==> src/rtl/sckgen_pkg.sv <==
package sckgen_pkg;
  localparam int CFG_W  = 32;
  localparam int EN_BIT = 31;
  localparam int BYTE_W = 8;
  localparam int LANE_W = 5;
  localparam int DLY_W  = 2;

  // per-chip-select mode, low bits of that select's byte
  typedef struct packed {
    logic [DLY_W-1:0] dly;
    logic             cpha;
    logic             cs_hi;
    logic             cpol;
  } lane_t;

  typedef enum logic {ST_IDLE = 1'b0, ST_RUN = 1'b1} st_t;
endpackage

==> src/rtl/sckgen_regs.sv <==
module sckgen_regs
  import sckgen_pkg::*;
#(
  parameter int NUM_CS = 4,
  parameter int DIV_W  = 16
) (
  input  logic                     clk,
  input  logic                     rst,
  input  logic                     cfg_we,
  input  logic                     cfg_sel,
  input  logic [CFG_W-1:0]         cfg_wdata,
  input  logic                     quiet,
  output logic                     sclk_on,
  output logic [DIV_W-1:0]         div_now,
  output logic [LANE_W*NUM_CS-1:0] lanes
);
  logic [DIV_W-1:0] div_pend;
  logic             clk_wr;
  logic             dev_wr;

  assign clk_wr = cfg_we && !cfg_sel;
  assign dev_wr = cfg_we && cfg_sel;

  always_ff @(posedge clk) begin
    if (rst) begin
      sclk_on  <= 1'b0;
      div_pend <= '0;
      div_now  <= '0;
      lanes    <= '0;
    end else begin
      if (clk_wr) begin
        sclk_on  <= cfg_wdata[EN_BIT];
        div_pend <= cfg_wdata[DIV_W-1:0];
      end
      if (dev_wr) begin
        for (int i = 0; i < NUM_CS; i++) begin
          lanes[i*LANE_W +: LANE_W] <= cfg_wdata[i*BYTE_W +: LANE_W];
        end
      end
      // the divider in use only moves while no transfer can see it
      if (quiet || !sclk_on) begin
        div_now <= clk_wr ? cfg_wdata[DIV_W-1:0] : div_pend;
      end
    end
  end
endmodule

==> src/rtl/sckgen_pacer.sv <==
module sckgen_pacer #(
  parameter int CNT_W = 17
) (
  input  logic             clk,
  input  logic             rst,
  input  logic             load,
  input  logic [CNT_W-1:0] load_val,
  input  logic             active,
  input  logic [CNT_W-1:0] reload,
  output logic             expire
);
  logic [CNT_W-1:0] cnt_q;

  assign expire = active && (cnt_q == '0);

  always_ff @(posedge clk) begin
    if (rst) begin
      cnt_q <= '0;
    end else if (load) begin
      cnt_q <= load_val;
    end else if (active) begin
      cnt_q <= (cnt_q == '0) ? reload : cnt_q - 1'b1;
    end
  end
endmodule

==> src/rtl/sckgen_csdrv.sv <==
module sckgen_csdrv (
  input  logic clk,
  input  logic rst,
  input  logic act_hi,
  input  logic sel_nxt,
  output logic cs_o
);
  always_ff @(posedge clk) begin
    if (rst) begin
      cs_o <= 1'b1;
    end else begin
      cs_o <= sel_nxt ? act_hi : ~act_hi;
    end
  end
endmodule

==> src/rtl/sckgen_top.sv <==
module sckgen_top
  import sckgen_pkg::*;
#(
  parameter int NUM_CS = 4,
  parameter int DIV_W  = 16,
  localparam int SEL_W = (NUM_CS > 1) ? $clog2(NUM_CS) : 1
) (
  input  logic              clk,
  input  logic              rst,
  input  logic              cfg_we,
  input  logic              cfg_sel,
  input  logic [31:0]       cfg_wdata,
  input  logic              run,
  input  logic [SEL_W-1:0]  cs_idx,
  output logic              sclk,
  output logic [NUM_CS-1:0] cs_line,
  output logic              sample_stb,
  output logic              launch_stb
);
  localparam int CNT_W = DIV_W + 1;

  logic                     sclk_on;
  logic [DIV_W-1:0]         div_now;
  logic [LANE_W*NUM_CS-1:0] lanes;
  lane_t                    lane_arr [NUM_CS];
  lane_t                    sel_lane;

  st_t              st_q, st_d;
  logic [SEL_W-1:0] cs_q, cs_d;
  logic             pol_q, pha_q;
  logic             busy_w, start, toggle, expire, lead;
  logic [CNT_W-1:0] load_val;
  logic [NUM_CS-1:0] sel_nxt;

  sckgen_regs #(.NUM_CS(NUM_CS), .DIV_W(DIV_W)) u_regs (
    .clk(clk), .rst(rst), .cfg_we(cfg_we), .cfg_sel(cfg_sel),
    .cfg_wdata(cfg_wdata), .quiet(!busy_w), .sclk_on(sclk_on),
    .div_now(div_now), .lanes(lanes)
  );

  for (genvar g = 0; g < NUM_CS; g++) begin : g_lane
    assign lane_arr[g] = lane_t'(lanes[g*LANE_W +: LANE_W]);
  end

  assign sel_lane = lane_arr[cs_idx];
  assign busy_w   = (st_q == ST_RUN);
  assign start    = (st_q == ST_IDLE) && run && sclk_on;
  // lead-in merged into the first countdown: half period plus 2*delay
  assign load_val = CNT_W'(div_now) + CNT_W'({sel_lane.dly, 1'b0});
  assign lead     = (sclk == pol_q);

  sckgen_pacer #(.CNT_W(CNT_W)) u_pacer (
    .clk(clk), .rst(rst), .load(start), .load_val(load_val),
    .active(busy_w), .reload(CNT_W'(div_now)), .expire(expire)
  );

  always_comb begin
    st_d   = st_q;
    cs_d   = cs_q;
    toggle = 1'b0;
    case (st_q)
      ST_IDLE: begin
        if (start) begin
          st_d = ST_RUN;
          cs_d = cs_idx;
        end
      end
      ST_RUN: begin
        if (!sclk_on) begin
          st_d = ST_IDLE;
        end else if (expire) begin
          if (!run && lead) st_d = ST_IDLE;
          else              toggle = 1'b1;
        end
      end
      default: st_d = ST_IDLE;
    endcase
  end

  always_ff @(posedge clk) begin
    if (rst) begin
      st_q       <= ST_IDLE;
      cs_q       <= '0;
      pol_q      <= 1'b0;
      pha_q      <= 1'b0;
      sclk       <= 1'b0;
      sample_stb <= 1'b0;
      launch_stb <= 1'b0;
    end else begin
      st_q       <= st_d;
      cs_q       <= cs_d;
      sample_stb <= toggle && (lead ^ pha_q);
      launch_stb <= toggle && !(lead ^ pha_q);
      if (start) begin
        pol_q <= sel_lane.cpol;
        pha_q <= sel_lane.cpha;
        sclk  <= sel_lane.cpol;
      end else if (st_d == ST_IDLE) begin
        sclk  <= busy_w ? pol_q : sel_lane.cpol;
      end else if (toggle) begin
        sclk  <= ~sclk;
      end
    end
  end

  for (genvar g = 0; g < NUM_CS; g++) begin : g_cs
    assign sel_nxt[g] = (st_d == ST_RUN) && (cs_d == SEL_W'(g));
    sckgen_csdrv u_drv (
      .clk(clk), .rst(rst), .act_hi(lane_arr[g].cs_hi),
      .sel_nxt(sel_nxt[g]), .cs_o(cs_line[g])
    );
  end
endmodule

==> config.mk <==
export PLATFORM = sky130hd
export DESIGN_NAME = sckgen_top
export DESIGN_NICKNAME = d
export VERILOG_FILES = /design/src/rtl/sckgen_pkg.sv /design/src/rtl/sckgen_regs.sv /design/src/rtl/sckgen_pacer.sv /design/src/rtl/sckgen_csdrv.sv /design/src/rtl/sckgen_top.sv
export SDC_FILE = /design/constraint.sdc
export NUM_CORES = 1
export LEC_CHECK = 0
export ABC_AREA = 1
export BUFFER_PORTS_ARGS = -buffer_cell sky130_fd_sc_hd__clkbuf_2
export CORE_MARGIN = 4
export CORE_UTILIZATION = 50
export DETAILED_ROUTE_END_ITERATION = 10
export HOLD_SLACK_MARGIN = 0.15
export PLACE_DENSITY = 0.8
export SLEW_MARGIN = 20
export SYNTH_ARGS = -nofsm -noshare
export SYNTH_HDL_FRONTEND = slang
export SYNTH_HIERARCHICAL = 1
export SYNTH_SLANG_ARGS = --single-unit
==> constraint.sdc <==
create_clock -name clk -period 5.4 [get_ports clk]
set_input_delay 1.08 -clock clk [delete_from_list [all_inputs] [get_ports clk]]
set_output_delay 1.08 -clock clk [all_outputs]
set_load 0.005 [all_outputs]
Word level (Yosys, flattened, before mapping):

Index checks and enable logic that the tools add are counted.

* bits in registers: 82
* latch bits: 0
* RAM bits: 0
* ROM bits: 0
* bits of input ports: 39
* word-level logic and storage cells: 78
* memories: 0

* add/sub/neg operators: 2
* multiply operators: 0
* divide/modulo/power cells: 0
* order comparisons: 1
* equal/unequal tests: 5
* shift operators: 0
* muxes and demuxes: 25
* bitwise operators: 8
* reductions and logical operators: 21

Operator list (count)
* 17-bit 2-to-1 mux: 3
* 16-bit by 3-bit adder with 17-bit output: 1
* 17-bit logical NOT: 1
* 17-bit by 1-bit subtractor with 17-bit output (second input constant): 1
* 16-bit 2-to-1 mux: 1
* 1-bit 2-to-1 mux: 15
* 1-bit logical AND: 12
* 5-bit binary-select mux with 2-bit select: 1
* 5-bit 2-to-1 mux: 2
* 1-bit NOT: 6
* 1-bit logical NOT: 5
* 2-bit == test (second input constant): 2
* 2-bit 2-to-1 mux: 2
* 3-bit greater-or-equal comparator (second input constant): 1
* 3-bit by 1-bit inequality test with 1-bit output (second input constant): 1
* 2-bit NOT with 3-bit output: 1
* 2-bit by 1-bit == test with 1-bit output (second input constant): 1
* 2-bit logical NOT: 1
* 1-bit case mux with 2 select lines: 1
* 2-bit nonzero test: 1
* 1-bit == test: 1
* 1-bit logical OR: 1
* 1-bit bitwise XOR: 1

Logic depth before layout (Yosys ltp):

Gate-level depths: netlist of the first run.

* depth in word-level cells: 9
* depth in mapped cells: 17

Modules after synthesis:

The synthesis of the first run kept the hierarchy.

By module, submodules not included
* sckgen_regs: instances 1, cells each 300, area an instance 2267.2 um^2, sequential area each 1061.0 um^2
* sckgen_pacer: instances 1, cells each 232, area an instance 1570.3 um^2, sequential area each 340.3 um^2
* sckgen_top: instances 1, cells each 143, area an instance 870.8 um^2, sequential area each 160.2 um^2
* sckgen_csdrv: instances 4, cells each 7, area an instance 48.8 um^2, sequential area each 20.0 um^2

Worst setup path after synthesis of the first run:

Ideal clock, no wire load.

* path kind: input -> register
* start point: input cs_idx[0]
* end point: register u_pacer.cnt_q[13]
* setup time: 0.136 ns
* arrival time: 3.078 ns
* required time: 5.264 ns
* slack: 2.186 ns
* stages: 15
* path buffers: 1
* cells stage by stage: buf_2 > inv_1 > nor2_1 > o22ai_1 > ha_1 > inv_1 > fa_1 > nor2_2 > nand2_2 > nor2_4 > nand4_1 > nor2_1 > xor2_1 > a22oi_1 > a21oi_2

* word-level cells in the longest chain between the ends: 6

RTL lines
* start, declared: line sckgen_top.sv:14 `input logic [SEL_W-1:0] cs_idx,`
* 2-bit NOT with 3-bit output (implied by the code): line sckgen_top.sv:45 `assign sel_lane = lane_arr[cs_idx];`
* 5-bit binary-select mux with 2-bit select: line sckgen_top.sv:45
* 5-bit 2-to-1 mux (implied by the code) (2 in a row): line sckgen_top.sv:45
* 16-bit by 3-bit adder with 17-bit output: line sckgen_top.sv:49 `assign load_val = CNT_W'(div_now) + CNT_W'({sel_lane.dly, 1'b0});`
* via load_val[13]: line sckgen_top.sv:32 `logic [CNT_W-1:0] load_val;`
* 17-bit 2-to-1 mux: line sckgen_pacer.sv:19 `end else if (load) begin`
* end signal, assigned: line sckgen_pacer.sv:20 `cnt_q <= load_val;`
* end signal, assigned: line sckgen_pacer.sv:22 `cnt_q <= (cnt_q == '0) ? reload : cnt_q - 1'b1;`
* end, declared: line sckgen_pacer.sv:12 `logic [CNT_W-1:0] cnt_q;`

The timed path passes the listed nets, and every way through them passes these cells. The select of a mux whose other input is x is not followed.
A chain may end at the register's enable or synchronous reset.

Final worst setup path of the first run:

Ends and elaborated chain as after synthesis.

==> run summary, run 1 <==
Max Freq = 306 MHz
number of max-cap violations = 0
clock sink total = 82
Initial Util = 52.3%
Sequential Power Share = 46.9%
crit-path cells = clkbuf_2 -> inv_1 -> nand2_1 -> a32oi_1 -> inv_1 -> fa_1 -> nor2_2 -> nand2_2 -> nor2_4 -> nand4_1 -> nor2_1 -> xor2_1 -> a22oi_1 -> a21oi_2
Yosys cell types = 40
vias per cell = 5.15
n_diodes = 0
share of cells above drive strength 1 = 17.5%
clock power share = 36.3%
max_slew headroom = 26.9%
CP max-delay cell = fa_1
DRT antenna net count = 0
Leak = 2.64 nW
Most used DFF post-synth = dfxtp_1
Resized cells post-CTS = 0
Post-Syn Area per Cell = 6.98 sq um
RD Place Congestion = 0.868
core region area = 9370 sq um
combinational power share = 16.7%
setup violators final = 0
GRT busiest layer = met2
Synth Net Count = 747
Die X = 107 um
Worst Path Arrival = 3.55 ns
Worst Tran Pin Value = 1.09 ns
vias after detailed routing = 4,429
DRT iter0 DRCs = 235
met2 Use GR = 35.0%
clock root cell = clkbuf_8
Psw = 0.414 mW
met3 capacity usage during global routing = 3.61%
Sw Share = 29.7%
Nets = 770
# DRC = 0
FP Rows = 35
cts bufs inserted = 9
number of global-route vias before repair = 4,189
ratio of final minimum period to clock period = 60.4%
Synth Instances = 703
EDFF count, synth = 0
P per Cell Area = 264 nW/um^2
TritonRoute pass-1 iters = 5
status = finished, final reports clean
Max FO, Critical Path = 10
Die Span Y = 107 um
RSZ-0062 raised after global routing = no
fin area = 5290 sq um
Setup Buffers After CTS = 0
total I/O pin count = 46
grt ovf = 0
Place WS = 1.80 ns
Clock Skew = 0.0131 ns
Fin. Hold Viols = 0
first-pass GRT wire length = 18,700 um
detailed placement HPWL = 7640 um
Worst-Skew Late Latency = 0.36 ns
drt total wl = 10,900 um
die area = 11,500 sq um
cell-internal power = 0.980 mW
final setup TNS = 0 ns
Most Frequent Cell on Critical Path = inv_1
clock buffer depth = 2
initial antenna violation count = 0
final setup margin = 2.14 ns
slowest stage delay, CP = 0.46 ns
Port-buffer cells = 40
H-tree depth = 3
post-placement cell area = 5060 sq um
Area Overhead vs Synth = 7.83%
Final Max Slew Viols = 0
gr usage total = 19.7%
synthesized flop and latch total = 82
WL per Instance = 12.6 um
M1 GR Usage = 24.6%
clk slew on worst S/H paths = 0.09 ns
WP data required = 5.69 ns
pin count of the biggest net entering global routing = 45
Post-synth ARST share = 0%
Post-CTS Hold Buffers = 0
Max IR drop VDD = 0.216 mV
CP Class = in2reg
hold_ws = 0.475 ns
critical path capture point type = flop
Layout Utilization = 56.4%
Ys Warns = 6
register area share after synthesis = 33.5%
Min-Delay Path Class = reg2reg
CTS tree = yes
Worst Setup Start Kind = input pin
synthesized area = 4900 sq um
crit path time final = 3.26 ns
-- cell usage after synthesis, types with 3 or more instances --
master,number,share of area (%)
a21oi_1,32,3.3
a21oi_2,7,1.3
a22oi_1,17,2.6
buf_2,6,0.61
buf_4,11,1.7
buf_6,4,0.92
clkbuf_1,3,0.23
clkinv_1,3,0.23
dfxtp_1,82,33
ha_1,4,1.0
inv_1,111,8.5
inv_2,5,0.38
nand2_1,127,9.7
nand2_2,4,0.51
nand2_4,12,2.8
nand3_1,82,8.4
nand3_2,18,3.7
nand3b_1,18,2.8
nand4_1,4,0.51
nor2_1,73,5.6
nor2_2,9,1.1
nor2_4,6,1.4
o21ai_0,30,3.1
o21ai_2,3,0.54
or2_2,4,0.51
xnor2_1,5,0.89
xor2_1,8,1.4
-- worst paths after layout --
| path | start | end | slack, ns | cells after the start |
|---|---|---|---|---|
| worst min register to register | u_regs/div_pend[11] | u_regs/div_pend[11] | 0.47 | 2 |
| worst max register to register | u_regs/sclk_on | g_cs[1].u_drv/cs_o | 2.70 | 9 |
| worst max-delay path | cs_idx[0] | u_pacer/cnt_q[13] | 2.14 | 14 |
| worst min-delay path | u_regs/div_pend[11] | u_regs/div_pend[11] | 0.47 | 2 |
-- worst max-delay path: cells and delay by family --
kind                     cells  cell delay (ns)
XOR/XNOR                     1             0.18
AO/OA/AOI/OAI                3             0.64
buffers and inverters        3             0.50
AND/OR/NAND/NOR              6             0.70
adder cells (fa/ha/maj)      1             0.46
-- per-stage QoR --
step	power, mW	instances
2_1_floorplan	0.856	703
3_3_place_gp	0.892	844
3_5_place_dp	0.900	844
4_1_cts	1.40	860
5_1_grt	1.47	860
6_report	1.39	860
-- cells by family after synthesis --
kind of cell               after synthesis  share of synthesized area, %
buffers and inverters                  148                          13.4
AOI/OAI and AO/OA                       92                          11.2
other                                    1                        0.0765
DFF                                     82                          33.5
and+or+nand+nor                        362                          38.2
adders and majority gates                5                          1.43
xor gates and xnor gates                13                          2.32
-- metal layers --
layer / part of all wire [%] / routed length [um]
met1: 44 / 4790
met2: 49 / 5340
met3: 5.7 / 623
met4: 1.0 / 112
met5: 0 / 0
-- state kept, by name, summed over array words and instances, names as in the netlist --
name	flops
pha_q	1
u_regs/div_now	16
busy_w	1
sample_stb	1
u_regs/lanes	20
sclk	1
launch_stb	1
g_cs.u_drv/cs_o	4
u_regs/sclk_on	1
cs_q	2
u_regs/div_pend	16
u_pacer/cnt_q	17
pol_q	1
-- power groups by stage --
stage | clock network (mW) | logic [mW] | registers, mW
after floorplan | 0 | 0.195 | 0.661
after global placement | 0 | 0.225 | 0.667
after detailed placement | 0 | 0.232 | 0.668
after CTS | 0.516 | 0.233 | 0.654
after global routing | 0.543 | 0.264 | 0.658
final | 0.506 | 0.233 | 0.654
-- layout make-up --
class / instances / area [sq um]
Multi-Input combinational cell: 473 / 2610
Inverter: 120 / 453
Timing Repair Buffer: 40 / 200
Fill cell: 903 / 4080
Clock inverter: 7 / 101
Tap cell: 129 / 161
Clock buffer: 9 / 124
Sequential cell: 82 / 1640
-- cells in the final DEF, fill, tap and decap left out, types with 2 or more instances in the layout --
cell	count
clkbuf_8	9
o21ai_2	3
nand2_4	12
bufinv_16	2
inv_2	5
nor2_4	6
clkinv_1	3
o21ai_0	30
nor2_1	73
ha_1	4
clkbuf_2	39
nor2_2	9
a22oi_1	17
o22ai_1	2
nand2_2	4
nand4_1	4
nand3_1	82
nand3_2	18
dfxtp_1	82
inv_1	111
xor2_1	8
nand2_1	127
a21oi_2	7
xnor2_1	5
nand3b_1	18
a21oi_1	32
or2_2	4
No activity file was read; power rests on OpenSTA's default activity.
==> run 2, diff against run 1 <==
--- a/config.mk
+++ b/config.mk
@@ -5,13 +5,13 @@
 export SDC_FILE = /design/constraint.sdc
 export NUM_CORES = 1
 export LEC_CHECK = 0
-export ABC_AREA = 1
+export ABC_AREA = 0
 export BUFFER_PORTS_ARGS = -buffer_cell sky130_fd_sc_hd__clkbuf_2
 export CORE_MARGIN = 4
 export CORE_UTILIZATION = 50
 export DETAILED_ROUTE_END_ITERATION = 10
 export HOLD_SLACK_MARGIN = 0.15
-export PLACE_DENSITY = 0.8
+export PLACE_DENSITY = 0.81
 export SLEW_MARGIN = 20
 export SYNTH_ARGS = -nofsm -noshare
 export SYNTH_HDL_FRONTEND = slang
==> constraint.sdc (replaced) <==
create_clock -name clk -period 3.2 [get_ports clk]
set_input_delay 0.64 -clock clk [delete_from_list [all_inputs] [get_ports clk]]
set_output_delay 0.64 -clock clk [all_outputs]
set_load 0.005 [all_outputs]
==> run summary, run 2 <==
clock buffer depth = 2 (unchanged)
Post-Syn Area per Cell = 8.58 sq um (+23%)
most frequent cells after synthesis = dfxtp_1 (82), nand2_1 (65), a21oi_1 (51), nor2_1 (51)
most frequent cells in the layout = dfxtp_1 (82), nand2_1 (65), a21oi_1 (51), nor2_1 (51), clkbuf_2 (40)
gr usage total = 19.7% (+0.028 points)
final setup TNS = 0 ns (unchanged)
cts bufs inserted = 9 (unchanged)
number of max-cap violations = 0 (unchanged)
Port-buffer cells = 40 (unchanged)
n_diodes = 0 (unchanged)
WP data required = 3.42 ns (-2.27 ns)
CP Class = in2reg
initial antenna violation count = 0 (unchanged)
clock root cell = clkbuf_8
M1 GR Usage = 25.7% (+1.1 points)
Area contributors post-synth = dfxtp_1 (38%), a21oi_1 (6.0%), nand2_1 (5.7%)
Post-synth ARST share = 0% (unchanged)
Synth Instances = 500 (-29%)
RD Place Congestion = 0.855 (-1.4%)
Clock Skew = 0.00862 ns (-0.00451 ns)
vias after detailed routing = 3,749 (-15%)
die area = 10,100 sq um (-12%)
Max Freq = 371 MHz
vias per cell = 5.88 (+14%)
Nets = 572 (-26%)
Setup Buffers After CTS = 0 (unchanged)
Min-Delay Path Class = reg2reg
top-count cell post-synth = dfxtp_1
Worst Tran Pin Value = 0.912 ns (-0.183 ns)
pin count of the biggest net entering global routing = 60 (+33%)
post-synth top area share = 38.3% (+4.8 points)
Leak = 1.95 nW (-26%)
fin area = 4690 sq um (-11%)
Yosys cell types = 71 (+78%)
Post-CTS Hold Buffers = 0 (unchanged)
crit path time final = 2.69 ns
Area Overhead vs Synth = 9.48%
H-tree depth = 3 (unchanged)
Resized cells post-CTS = 0 (unchanged)
Worst Setup Start Kind = input pin
register area share after synthesis = 38.3% (+4.8 points)
DRT iter0 DRCs = 244 (+3.8%)
status = finished, final reports clean
clk slew on worst S/H paths = 0.09 ns (about the same)
TritonRoute pass-1 iters = 5 (unchanged)
P per Cell Area = 448 nW/um^2 (+70%)
Max FO, Critical Path = 3 (-7)
GRT busiest layer = met2
Die Span Y = 101 um (-6.0%)
share of cells above drive strength 1 = 17.8% (+0.31 points)
Worst Path Arrival = 2.91 ns (-0.64 ns)
CTS tree = yes
fill count = 725 (-20%)
WL per Instance = 15.2 um (+20%)
top flop regs = u_regs/lanes (20), u_pacer/cnt_q (17)
Fin. Hold Viols = 0 (unchanged)
Max IR drop VDD = 0.315 mV (+46%)
Die X = 101 um (-6.0%)
ratio of final minimum period to clock period = 84.2%
synthesized flop and latch total = 82 (unchanged)
DRT antenna net count = 0 (unchanged)
setup violators final = 0 (unchanged)
Final Max Slew Viols = 0 (unchanged)
first-pass GRT wire length = 16,300 um (-13%)
Most used DFF post-synth = dfxtp_1
Multi-input gate area = 2420 sq um (-7.2%)
clock sink total = 82 (unchanged)
met2 Use GR = 31.4% (-3.6 points)
Initial Util = 51.7% (-0.66 points)
synthesized area = 4290 sq um (-13%)
RSZ-0062 raised after global routing = no
grt ovf = 0 (unchanged)
Ys Warns = 6 (unchanged)
Synth Net Count = 544 (-27%)
# DRC = 0 (unchanged)
critical path capture point type = flop
EDFF count, synth = 0 (unchanged)
post-placement cell area = 4510 sq um (-11%)
core region area = 8300 sq um (-11%)
detailed placement HPWL = 6930 um (-9.3%)
drt total wl = 9710 um (-11%)
max_slew headroom = 39.1% (+12 points)
met3 capacity usage during global routing = 4.84% (+1.2 points)
FP Rows = 33 (-5.7%)
total I/O pin count = 46 (unchanged)
commonest non-fill, non-tap cell in the layout = dfxtp_1
Largest register FFs = 20 (unchanged)
cell taking the most area after synthesis = dfxtp_1
Biggest register = u_regs/lanes
FF/Latch Area = 1640 sq um (unchanged)
number of global-route vias before repair = 3,537 (-16%)
Worst-Skew Late Latency = 0.36 ns (about the same)
-- run 2: path summary, 6_finish.rpt --
path	start	end	slack, ns	cells past startpoint
max	cs_idx[0]	u_pacer/cnt_q[15]	0.51	10
min	u_regs/lanes[15]	u_regs/lanes[15]	0.46	2
max reg2reg	u_regs/lanes[8]	u_pacer/cnt_q[15]	0.65	9
min reg2reg	u_regs/lanes[15]	u_regs/lanes[15]	0.46	2
-- run 2: kinds of logic (layout without fill, tap and decap cells) --
logic type,after synthesis,count (layout),synth area share (%)
and+or+nand+nor,207,207,25.8
DFF,82,82,38.3
AOI/OAI and AO/OA,107,107,16.2
buffers and inverters,46,79,5.34
xor gates and xnor gates,28,28,5.89
other,1,1,0.0875
adders and majority gates,5,5,1.63
muxes,24,24,6.77
-- run 2: metrics by stage --
stage	power (mW)	util [%]	hold slack, ns	worst slack, ns	instances
floorplan	1.34	-	0.433	0.214	500
finish	2.10	56.6	0.462	0.506	638
global route	2.19	56.6	0.482	0.427	638
global placement	1.41	54.4	0.442	0.166	622
detailed placement	1.42	54.4	0.447	0.124	622
CTS	2.11	56.5	0.460	0.510	638
-- run 2: metal layers --
metal | share of wire (%) | vias up
met2 | 48 | 153
li1 | - | 1825
met3 | 6.8 | 21
met5 | 0 | -
met1 | 43 | 1750
met4 | 2.1 | 0
-- run 2: report_power, final --
group	leakage (nW)	switching, mW	total (mW)	internal, mW
clock network	0.0892	0.410	0.703	0.293
logic	1.20	0.179	0.302	0.123
registers	0.668	0.0390	1.10	1.06
total	1.95	0.628	2.10	1.48
-- run 2: worst max-delay path: stages --
cell	delay (ns)
clkbuf_2	0.12
mux4_2	0.34
ha_1	0.17
inv_1	0.06
fa_1	0.39
and4b_1	0.31
or4b_1	0.46
xnor2_1	0.16
a21oi_1	0.13
o221ai_1	0.12
-- run 2: area by class of cell --
cell class                      count  area share, %
Multi-Input combinational cell    372           51.5
Sequential cell                    82           35.0
Timing Repair Buffer               50           5.86
Tap cell                          105           2.80
Clock buffer                       10           2.72
Clock inverter                      6           1.07
Inverter                           13           1.04
